## config.mk

```make
export PLATFORM = sky130hd
export DESIGN_NAME = pkt_xor_stage
export DESIGN_NICKNAME = d
export VERILOG_FILES = /design/src/rtl/pxs_pkg.sv /design/src/rtl/pxs_fifo.sv /design/src/rtl/pxs_key_reg.sv /design/src/rtl/pxs_frame_fsm.sv /design/src/rtl/pkt_xor_stage.sv
export SDC_FILE = /design/constraint.sdc
export NUM_CORES = 1
export LEC_CHECK = 0
export ABC_AREA = 1
export CAP_MARGIN = 20
export CORE_MARGIN = 5
export CORE_UTILIZATION = 30
export CTS_CLUSTER_DIAMETER = 100
export DETAILED_ROUTE_END_ITERATION = 10
export DONT_BUFFER_PORTS = 1
export PLACE_DENSITY = 0.5
export SETUP_SLACK_MARGIN = 0.2
export SYNTH_ARGS = -nofsm -noshare
export SYNTH_HDL_FRONTEND = slang
export SYNTH_SLANG_ARGS = --single-unit
```

## constraint.sdc

```tcl
create_clock -name clk -period 6.05 [get_ports clk]
set_input_delay 1.21 -clock clk [delete_from_list [all_inputs] [get_ports clk]]
set_output_delay 1.21 -clock clk [all_outputs]
set_load 0.02 [all_outputs]
```

## src/rtl/pxs_pkg.sv

```systemverilog
package pxs_pkg;
  // Word-position classes of the framing state machine
  typedef enum logic [1:0] {
    ST_SKIP = 2'd0,  // internal header words, waiting for frame word 0
    ST_HEAD = 2'd1,  // whole words of the plain Ethernet/IPv4 header
    ST_EDGE = 2'd2,  // word where the cipher begins mid-word
    ST_BODY = 2'd3   // payload, fully ciphered
  } pxs_state_e;
endpackage

```

## src/rtl/pxs_fifo.sv

```systemverilog
module pxs_fifo #(
  parameter int W      = 72,
  parameter int DEPTH  = 8,
  parameter int MARGIN = 2
) (
  input  logic         clk,
  input  logic         rst,
  input  logic         wr_en,
  input  logic [W-1:0] wr_data,
  input  logic         rd_en,
  output logic [W-1:0] rd_data,
  output logic         empty,
  output logic         nearly_full
);
  localparam int AW = (DEPTH > 1) ? $clog2(DEPTH) : 1;
  localparam int CNT_W = $clog2(DEPTH + 1);

  logic [W-1:0]     mem [DEPTH];
  logic [AW-1:0]    wptr, rptr;
  logic [CNT_W-1:0] count;
  logic             full, push, pop;

  assign full        = (count == CNT_W'(DEPTH));
  assign empty       = (count == '0);
  assign nearly_full = (count >= CNT_W'(DEPTH - MARGIN));
  assign push        = wr_en && !full;
  assign pop         = rd_en && !empty;
  assign rd_data     = mem[rptr];

  always_ff @(posedge clk) begin
    if (push) mem[wptr] <= wr_data;
  end

  always_ff @(posedge clk) begin
    if (rst) begin
      wptr  <= '0;
      rptr  <= '0;
      count <= '0;
    end else begin
      if (push) wptr <= (wptr == AW'(DEPTH - 1)) ? '0 : wptr + 1'b1;
      if (pop)  rptr <= (rptr == AW'(DEPTH - 1)) ? '0 : rptr + 1'b1;
      case ({push, pop})
        2'b10:   count <= count + 1'b1;
        2'b01:   count <= count - 1'b1;
        default: count <= count;
      endcase
    end
  end


  no_overflow_chk: assert property (@(posedge clk) disable iff (rst) wr_en |-> !full)
    else $error("write into a full FIFO");


  count_bound_chk: assert property (@(posedge clk) disable iff (rst)
    (push && !pop) |=> (count != '0))
    else $error("occupancy lost after a write");
endmodule

```

## src/rtl/pxs_key_reg.sv

```systemverilog
module pxs_key_reg #(
  parameter int KW = 32
) (
  input  logic          clk,
  input  logic          rst,
  input  logic          wr_en,
  input  logic [KW-1:0] wr_data,
  output logic [KW-1:0] key
);
  always_ff @(posedge clk) begin
    if (rst)        key <= '0;
    else if (wr_en) key <= wr_data;
  end


  key_load_chk: assert property (@(posedge clk) disable iff (rst)
    wr_en |=> (key == $past(wr_data)))
    else $error("key register missed a load");
endmodule

```

## src/rtl/pxs_frame_fsm.sv

```systemverilog
module pxs_frame_fsm
  import pxs_pkg::*;
#(
  parameter int NL        = 8,   // byte lanes per word
  parameter int CW        = 8,
  parameter int HDR_BYTES = 34   // plain bytes at the frame start
) (
  input  logic          clk,
  input  logic          rst,
  input  logic          adv,
  input  logic [CW-1:0] ctrl_in,
  output logic [NL-1:0] xor_lanes,
  output pxs_state_e    state
);
  localparam int FULL_WORDS = HDR_BYTES / NL;
  localparam int EDGE_LANES = HDR_BYTES % NL;
  localparam int IW         = $clog2(FULL_WORDS + 2);

  logic [IW-1:0] widx, nidx;
  logic [NL-1:0] edge_mask;
  logic          is_ctl;

  // lane bit l covers data bits [8l+7:8l]; byte position i (0 = MSB lane) is bit NL-1-i
  for (genvar i = 0; i < NL; i++) begin : g_edge
    assign edge_mask[NL-1-i] = (i >= EDGE_LANES);
  end

  function automatic pxs_state_e cls_of(input logic [IW-1:0] n);
    if (n < IW'(FULL_WORDS))       return ST_HEAD;
    else if (n == IW'(FULL_WORDS)) return ST_EDGE;
    else                           return ST_BODY;
  endfunction

  assign is_ctl = (ctrl_in != '0);
  assign nidx   = (widx == IW'(FULL_WORDS + 1)) ? widx : widx + 1'b1;

  always_comb begin
    case (state)
      ST_EDGE: xor_lanes = edge_mask;
      ST_BODY: xor_lanes = '1;
      default: xor_lanes = '0;
    endcase
  end

  always_ff @(posedge clk) begin
    if (rst) begin
      state <= ST_SKIP;
      widx  <= '0;
    end else if (adv) begin
      if (state == ST_SKIP) begin
        if (!is_ctl) begin
          widx  <= IW'(1);
          state <= cls_of(IW'(1));
        end
      end else if (is_ctl) begin
        widx  <= '0;
        state <= ST_SKIP;
      end else begin
        widx  <= nidx;
        state <= cls_of(nidx);
      end
    end
  end


  eop_return_chk: assert property (@(posedge clk) disable iff (rst)
    (adv && state != ST_SKIP && is_ctl) |=> (state == ST_SKIP))
    else $error("last frame word did not restart header skip");


  skip_hold_chk: assert property (@(posedge clk) disable iff (rst)
    (adv && state == ST_SKIP && is_ctl) |=> (state == ST_SKIP))
    else $error("internal header word left skip state");


  edge_then_body_chk: assert property (@(posedge clk) disable iff (rst)
    (adv && state == ST_EDGE && !is_ctl) |=> (state == ST_BODY))
    else $error("boundary word not followed by payload class");
endmodule

```

## src/rtl/pkt_xor_stage.sv

```systemverilog
module pkt_xor_stage
  import pxs_pkg::*;
#(
  parameter int DW         = 64,
  parameter int CW         = 8,
  parameter int KW         = 32,
  parameter int FIFO_DEPTH = 8,
  parameter int RDY_MARGIN = 2,
  parameter int HDR_BYTES  = 34
) (
  input  logic          clk,
  input  logic          rst,
  input  logic [DW-1:0] in_data,
  input  logic [CW-1:0] in_ctrl,
  input  logic          in_wr,
  output logic          in_rdy,
  output logic [DW-1:0] out_data,
  output logic [CW-1:0] out_ctrl,
  output logic          out_wr,
  input  logic          out_rdy,
  input  logic          key_wr_en,
  input  logic [KW-1:0] key_wr_data
);
  localparam int NL   = DW / 8;
  localparam int KREP = DW / KW;

  logic [DW-1:0] f_data, key_wide, xmask;
  logic [CW-1:0] f_ctrl;
  logic          f_empty, f_nfull, pop;
  logic [KW-1:0] key;
  logic [NL-1:0] lanes;
  pxs_state_e    fsm_state;

  pxs_fifo #(.W(DW + CW), .DEPTH(FIFO_DEPTH), .MARGIN(RDY_MARGIN)) u_fifo (
    .clk(clk), .rst(rst),
    .wr_en(in_wr), .wr_data({in_ctrl, in_data}),
    .rd_en(pop), .rd_data({f_ctrl, f_data}),
    .empty(f_empty), .nearly_full(f_nfull)
  );

  pxs_key_reg #(.KW(KW)) u_key (
    .clk(clk), .rst(rst), .wr_en(key_wr_en), .wr_data(key_wr_data), .key(key)
  );

  pxs_frame_fsm #(.NL(NL), .CW(CW), .HDR_BYTES(HDR_BYTES)) u_fsm (
    .clk(clk), .rst(rst), .adv(pop), .ctrl_in(f_ctrl),
    .xor_lanes(lanes), .state(fsm_state)
  );

  assign key_wide = {KREP{key}};
  assign pop      = !f_empty && out_rdy;
  assign in_rdy   = !f_nfull;

  for (genvar l = 0; l < NL; l++) begin : g_lane
    assign xmask[8*l +: 8] = {8{lanes[l]}} & key_wide[8*l +: 8];
  end

  always_ff @(posedge clk) begin
    if (rst) begin
      out_wr   <= 1'b0;
      out_data <= '0;
      out_ctrl <= '0;
    end else begin
      out_wr   <= pop;
      out_data <= f_data ^ xmask;
      out_ctrl <= f_ctrl;
    end
  end


  wr_gate_chk: assert property (@(posedge clk) disable iff (rst)
    out_wr |-> $past(out_rdy))
    else $error("word sent without downstream ready");


  wr_src_chk: assert property (@(posedge clk) disable iff (rst)
    out_wr |-> !$past(f_empty))
    else $error("word sent from an empty FIFO");


  skip_plain_chk: assert property (@(posedge clk) disable iff (rst)
    (pop && fsm_state == ST_SKIP) |=> (out_data == $past(f_data)))
    else $error("header-phase word altered");
endmodule

```

* Yosys cells after proc, flatten, opt, wreduce, memory -nomap -nowiden
Memory sizes are Yosys's and may differ from the RTL's. A register that Yosys moved wholly into a read port is not among the register bits.
Index checks and enable logic that the tools add are counted.
** Word-level totals
- Register bits :: 120
- Bits in latches :: 0
- Bits in writable memories :: 576
- Memory bits (read-only) :: 0
- Input bits :: 109
- Word-level logic and storage cells :: 64
- Memories :: 1
** Memory list
- u_fifo.mem :: depth 8, bits a word 72, rd ports 1, clocked after memory_dff 1, write ports 1, line pxs_fifo.sv:18 : logic [W-1:0] mem [DEPTH];
** Operators by class
- Add/subtract/negate cells :: 5
- Multiply operators :: 0
- Div/mod/pow operators :: 0
- Order comparisons :: 2
- Eq/ne operators :: 10
- Shift operators :: 0
- Muxes and demuxes :: 17
- Bitwise logic cells :: 9
- Reduce and logical (&&, ||, !) cells :: 11
** Operators with widths (count)
- bitwise AND 8 bit :: 8
- bitwise XOR 64 bit :: 1
- two-way mux 3 bit :: 8
- one-hot mux 8 bit (2 select lines) :: 1
- == test 3 bit, second input constant :: 4
- adder 3 x 1 -> 3 bit, second input constant :: 3
- two-way mux 2 bit :: 4
- one-hot mux 4 bit (2 select lines) :: 1
- nonzero test 8 bit :: 1
- == test 2 bit, second input constant :: 3
- adder 4 x 1 -> 4 bit, second input constant :: 1
- == test 4 bit, second input constant :: 1
- greater-or-equal comparator 4 x 3 -> 1 bit, second input constant :: 1
- zero test 4 bit :: 1
- subtractor 4 x 1 -> 4 bit, second input constant :: 1
- logical AND 1 bit :: 3
- zero test 1 bit :: 3
- less-than comparator 3 bit, second input constant :: 1
- two-way mux 1 bit :: 3
- == test 2 x 1 -> 1 bit, second input constant :: 1
- zero test 2 bit :: 1
- != test 2 bit, second input constant :: 1
- AND reduction 2 bit :: 1
- nonzero test 2 bit :: 1

* Logic depth before layout (Yosys ltp)
- Depth in word-level cells :: 7
- Gate-level depth with buffers :: 14

* Cells and area by module
From an unflattened synthesis, not the netlist that was laid out.
** Second synthesis, totals
- Cell total of the unflattened synthesis :: 2351
- Area total of the unflattened synthesis :: 28078.2 um^2
** Modules (own cells, without submodules)
- pxs_fifo :: instances 1, cells an instance 1713, area an instance 23103.4 um^2
- pkt_xor_stage :: instances 1, cells an instance 373, area an instance 3246.9 um^2
- pxs_key_reg :: instances 1, cells an instance 203, area an instance 1338.8 um^2
- pxs_frame_fsm :: instances 1, cells an instance 62, area an instance 389.1 um^2

* Least setup slack after synthesis
No wires, ideal clock.
- Path kind :: in2reg
- Start :: input port in_wr
- End :: memory u_fifo.mem[1][0], enable pin
- Setup time :: 0.502 ns
- Data arrival time :: 4.607 ns
- Data required time :: 5.548 ns
- Slack :: 0.941 ns
- Stages :: 5
- Buffers on the path :: 0
- Cells stage by stage :: and2_1 -> inv_1 -> nor2_1 -> inv_1 -> nor2_1
** Between the ends
- Word-level cells in the longest chain between the ends :: 3
** RTL lines
- from (decl) :: line pkt_xor_stage.sv:15 : input logic in_wr,
- logical AND 1 bit :: line pxs_fifo.sv:26 : assign push = wr_en && !full;
- two-way mux 1 bit :: line pxs_fifo.sv:31 : if (push) mem[wptr] <= wr_data;
- two-way mux 1 bit (not written as such) :: line pxs_fifo.sv:31
- to (decl) :: line pxs_fifo.sv:18
No other way between the ends.

==> results.sh <==
export IMPL_fmax_mhz=305
export IMPL_synth_top_area_cell="edfxtp_1"
export IMPL_clock_tree_buffer_depth=3
export IMPL_placed_area_sq_um=27900
export IMPL_cts_setup_buffers=0
export IMPL_register_area_sq_um=19800
export IMPL_grt_pass1_wl_mm=111
export IMPL_routed_via_density=4.91
export IMPL_ys_seq_elements=698
export IMPL_insertion_delay_ns=0.60
export IMPL_synth_cell_types=36
export IMPL_setup_viol=0
export IMPL_yosysWarnings=0
export IMPL_h_tree_depth=3
export IMPL_critPathLaunchType="register"
export IMPL_drive_gt1_share_pct=7.03
export IMPL_clockPowerShare_pct=32.8
export IMPL_final_cell_area_sq_um=30300
export IMPL_p_leak_nw=10.3
export IMPL_synth_edf_count=576
export IMPL_min_path_type="register to register"
export IMPL_synth_top_cell_area_share_pct=64.7
export IMPL_cts_tree="yes"
export IMPL_cts_hold_buf=0
export IMPL_cts_resized=0
export IMPL_finClkSkew_ns=0.0120
export IMPL_nNetsFinal=2262
export IMPL_peakVddDrop_v=0.000207
export IMPL_core_area_sq_um=88400
export IMPL_async_flop_share_pct=0
export IMPL_dp_hpwl_mm=45.2
export IMPL_cp_arrival_ns=3.78
export IMPL_required_ns=6.56
export IMPL_n_fill_cell=8628
export IMPL_fp_row_count=109
export IMPL_vias=16500
export IMPL_grt_max_degree=160
export IMPL_p_seq_share_pct=47.6
export IMPL_drtAntennaViolNets=0
export IMPL_drtIter0Drc=1299
export IMPL_place_congestion=0.748
export IMPL_netSwitchingFraction_pct=31.7
export IMPL_max_slew_margin_pct=27.0
export IMPL_drc=0
export IMPL_slew_violations=0
export IMPL_met3_usage_pct=5.60
export IMPL_worstMarginPinSlew_ns=1.09
export IMPL_grt_usage_pct=15.7
export IMPL_end_kind="register"
export IMPL_yosysMostFrequentCell="edfxtp_1"
export IMPL_synth_fp_nets=2295
export IMPL_hp_start="u_key.key[31]$_SDFFE_PP0P_"
export IMPL_p_int_mw=9.01
export IMPL_routedWlPerCell_um=22.7
export IMPL_io_buffers=0
export IMPL_die_w_um=309
export IMPL_crit_fanout=76
export IMPL_syn_cell_area_sq_um=26700
export IMPL_p_switching_mw=4.18
export IMPL_min_period_over_period_pct=54.1
export IMPL_top_usage_layer="met2"
export IMPL_cts_sinks=698
export IMPL_grt_overflow_total=0
export IMPL_cts_root_buf="clkbuf_16"
export IMPL_ys_flop_type="edfxtp_1"
export IMPL_rsz0062_at_grt="no"
export IMPL_ys_seq_area_share_pct=73.8
export IMPL_gr_usage_met2_pct=24.7
export IMPL_cap_viol_max_count=0
export IMPL_die_area_sq_um=95200
export IMPL_use_met1_pct=20.5
export IMPL_avgSynthCellArea_sq_um=12.3
export IMPL_synthCells=2177
export IMPL_clk_pin_slew_ns=0.06
export IMPL_cts_buffers=72
export IMPL_status="finished clean"
export IMPL_synth_area_top_cells="edfxtp_1 65%, dfxtp_1 9.1%, o21ai_0 5.6%"
export IMPL_multi_input_area_sq_um=6200
export IMPL_first_global_vias=16300
export IMPL_postRouteWirelength_mm=76.3
export IMPL_syn2layout_area_growth_pct=13.3
export IMPL_firstDrtPassIters=5
export IMPL_initial_core_util_pct=30.3
export IMPL_fin_tns_setup_ns=0
export IMPL_holdWs_ns=0.498
export IMPL_antenna_found_initial=2
export IMPL_die_h_um=309
export IMPL_comb_power_share_pct=19.6
export IMPL_synth_commonest_cells="576 x edfxtp_1, 397 x nor2_1, 299 x o21ai_0"
export IMPL_critical_path_class="register to register"
export IMPL_min_period_ns=3.28
export IMPL_io_pins=183
export IMPL_power_density_nw_per_um2=435
export IMPL_finalHoldViolCount=0
## state kept, by name (all words and copies together), names as in the netlist, named ones only
name / cells
u_fifo.mem: 576
out_data: 64
u_key.key: 32
out_ctrl: 8
u_fifo.count: 4
u_fifo.rptr: 3
u_fifo.wptr: 3
u_fsm.widx: 3
out_wr: 1
u_fsm.state: 1
## cells by family after synthesis
kind of cell / Yosys count / share of synthesized area [%]
buffers and inverters: 198 / 3.20
AO/OA/AOI/OAI: 502 / 10.7
AND/OR/NAND/NOR: 740 / 10.9
flip-flops: 698 / 73.8
adder cells (fa/ha/maj): 9 / 0.421
XOR/XNOR: 30 / 0.983
## cells in the final DEF (no fill, tap or decap), types with 13 or more instances in the layout
master	n
inv_1	58
a21oi_1	46
o21ai_0	299
o21ai_1	21
clkinv_2	13
xnor2_1	29
and3_1	14
nor2_1	389
o221ai_1	60
o22ai_1	68
clkbuf_1	22
nand2_1	265
buf_4	18
dfxtp_1	118
nor3_1	14
clkbuf_16	77
edfxtp_1	576
nand3_1	41
## power by group through the flow
stage,clock network [mW],registers [mW],logic [mW]
global route,4.65,6.32,2.93
CTS,4.44,6.35,2.55
floorplan,0,6.09,2.02
global placement,0,6.45,2.49
finish,4.33,6.28,2.58
detailed placement,0,6.45,2.54
## cell type report
class / count / area share, %
sequential: 698 / 65.2
inverter: 65 / 0.842
multi-input combinational: 1281 / 20.5
timing repair buffer: 26 / 0.999
tap: 1165 / 4.81
clock inverter: 28 / 0.739
clock buffer: 106 / 6.95
antenna: 1 / 0.00826
## metrics by stage
stage          setup WS, ns  total power, mW  std cells  util, %
3_3_place_gp           2.32             8.94       3232     31.6
4_1_cts                2.62             13.3       3367     34.2
2_1_floorplan         0.941             8.11       2177        -
5_1_grt                2.48             13.9       3369     34.3
6_report               2.77             13.2       3370     34.3
3_5_place_dp           2.46             8.99       3233     31.6
## routing by layer
metal  wire, um  vias to the layer above
li1           -                     7725
met1      32900                     8274
met2      34900                      441
met3       6670                      104
met4       1860                        0
met5          0                        -
## critical path, stage by stage, from the launching register on
cell     delay, ns
dfxtp_4       0.80
buf_4         0.68
buf_4         0.77
o21ai_0       0.26
o22ai_1       0.21
nand2_1       0.10
and3_1        0.18
nor3_1        0.16
## worst paths after layout
kind	to	slack (ns)	cells after the start
setup / recovery	out_data[27]$_SDFF_PP0_	2.77	7
hold / removal	out_data[31]$_SDFF_PP0_	0.50	2
setup reg to reg	out_data[27]$_SDFF_PP0_	2.77	7
hold reg to reg	out_data[31]$_SDFF_PP0_	0.50	2
Note: power is estimated with default switching activity, not from simulation.
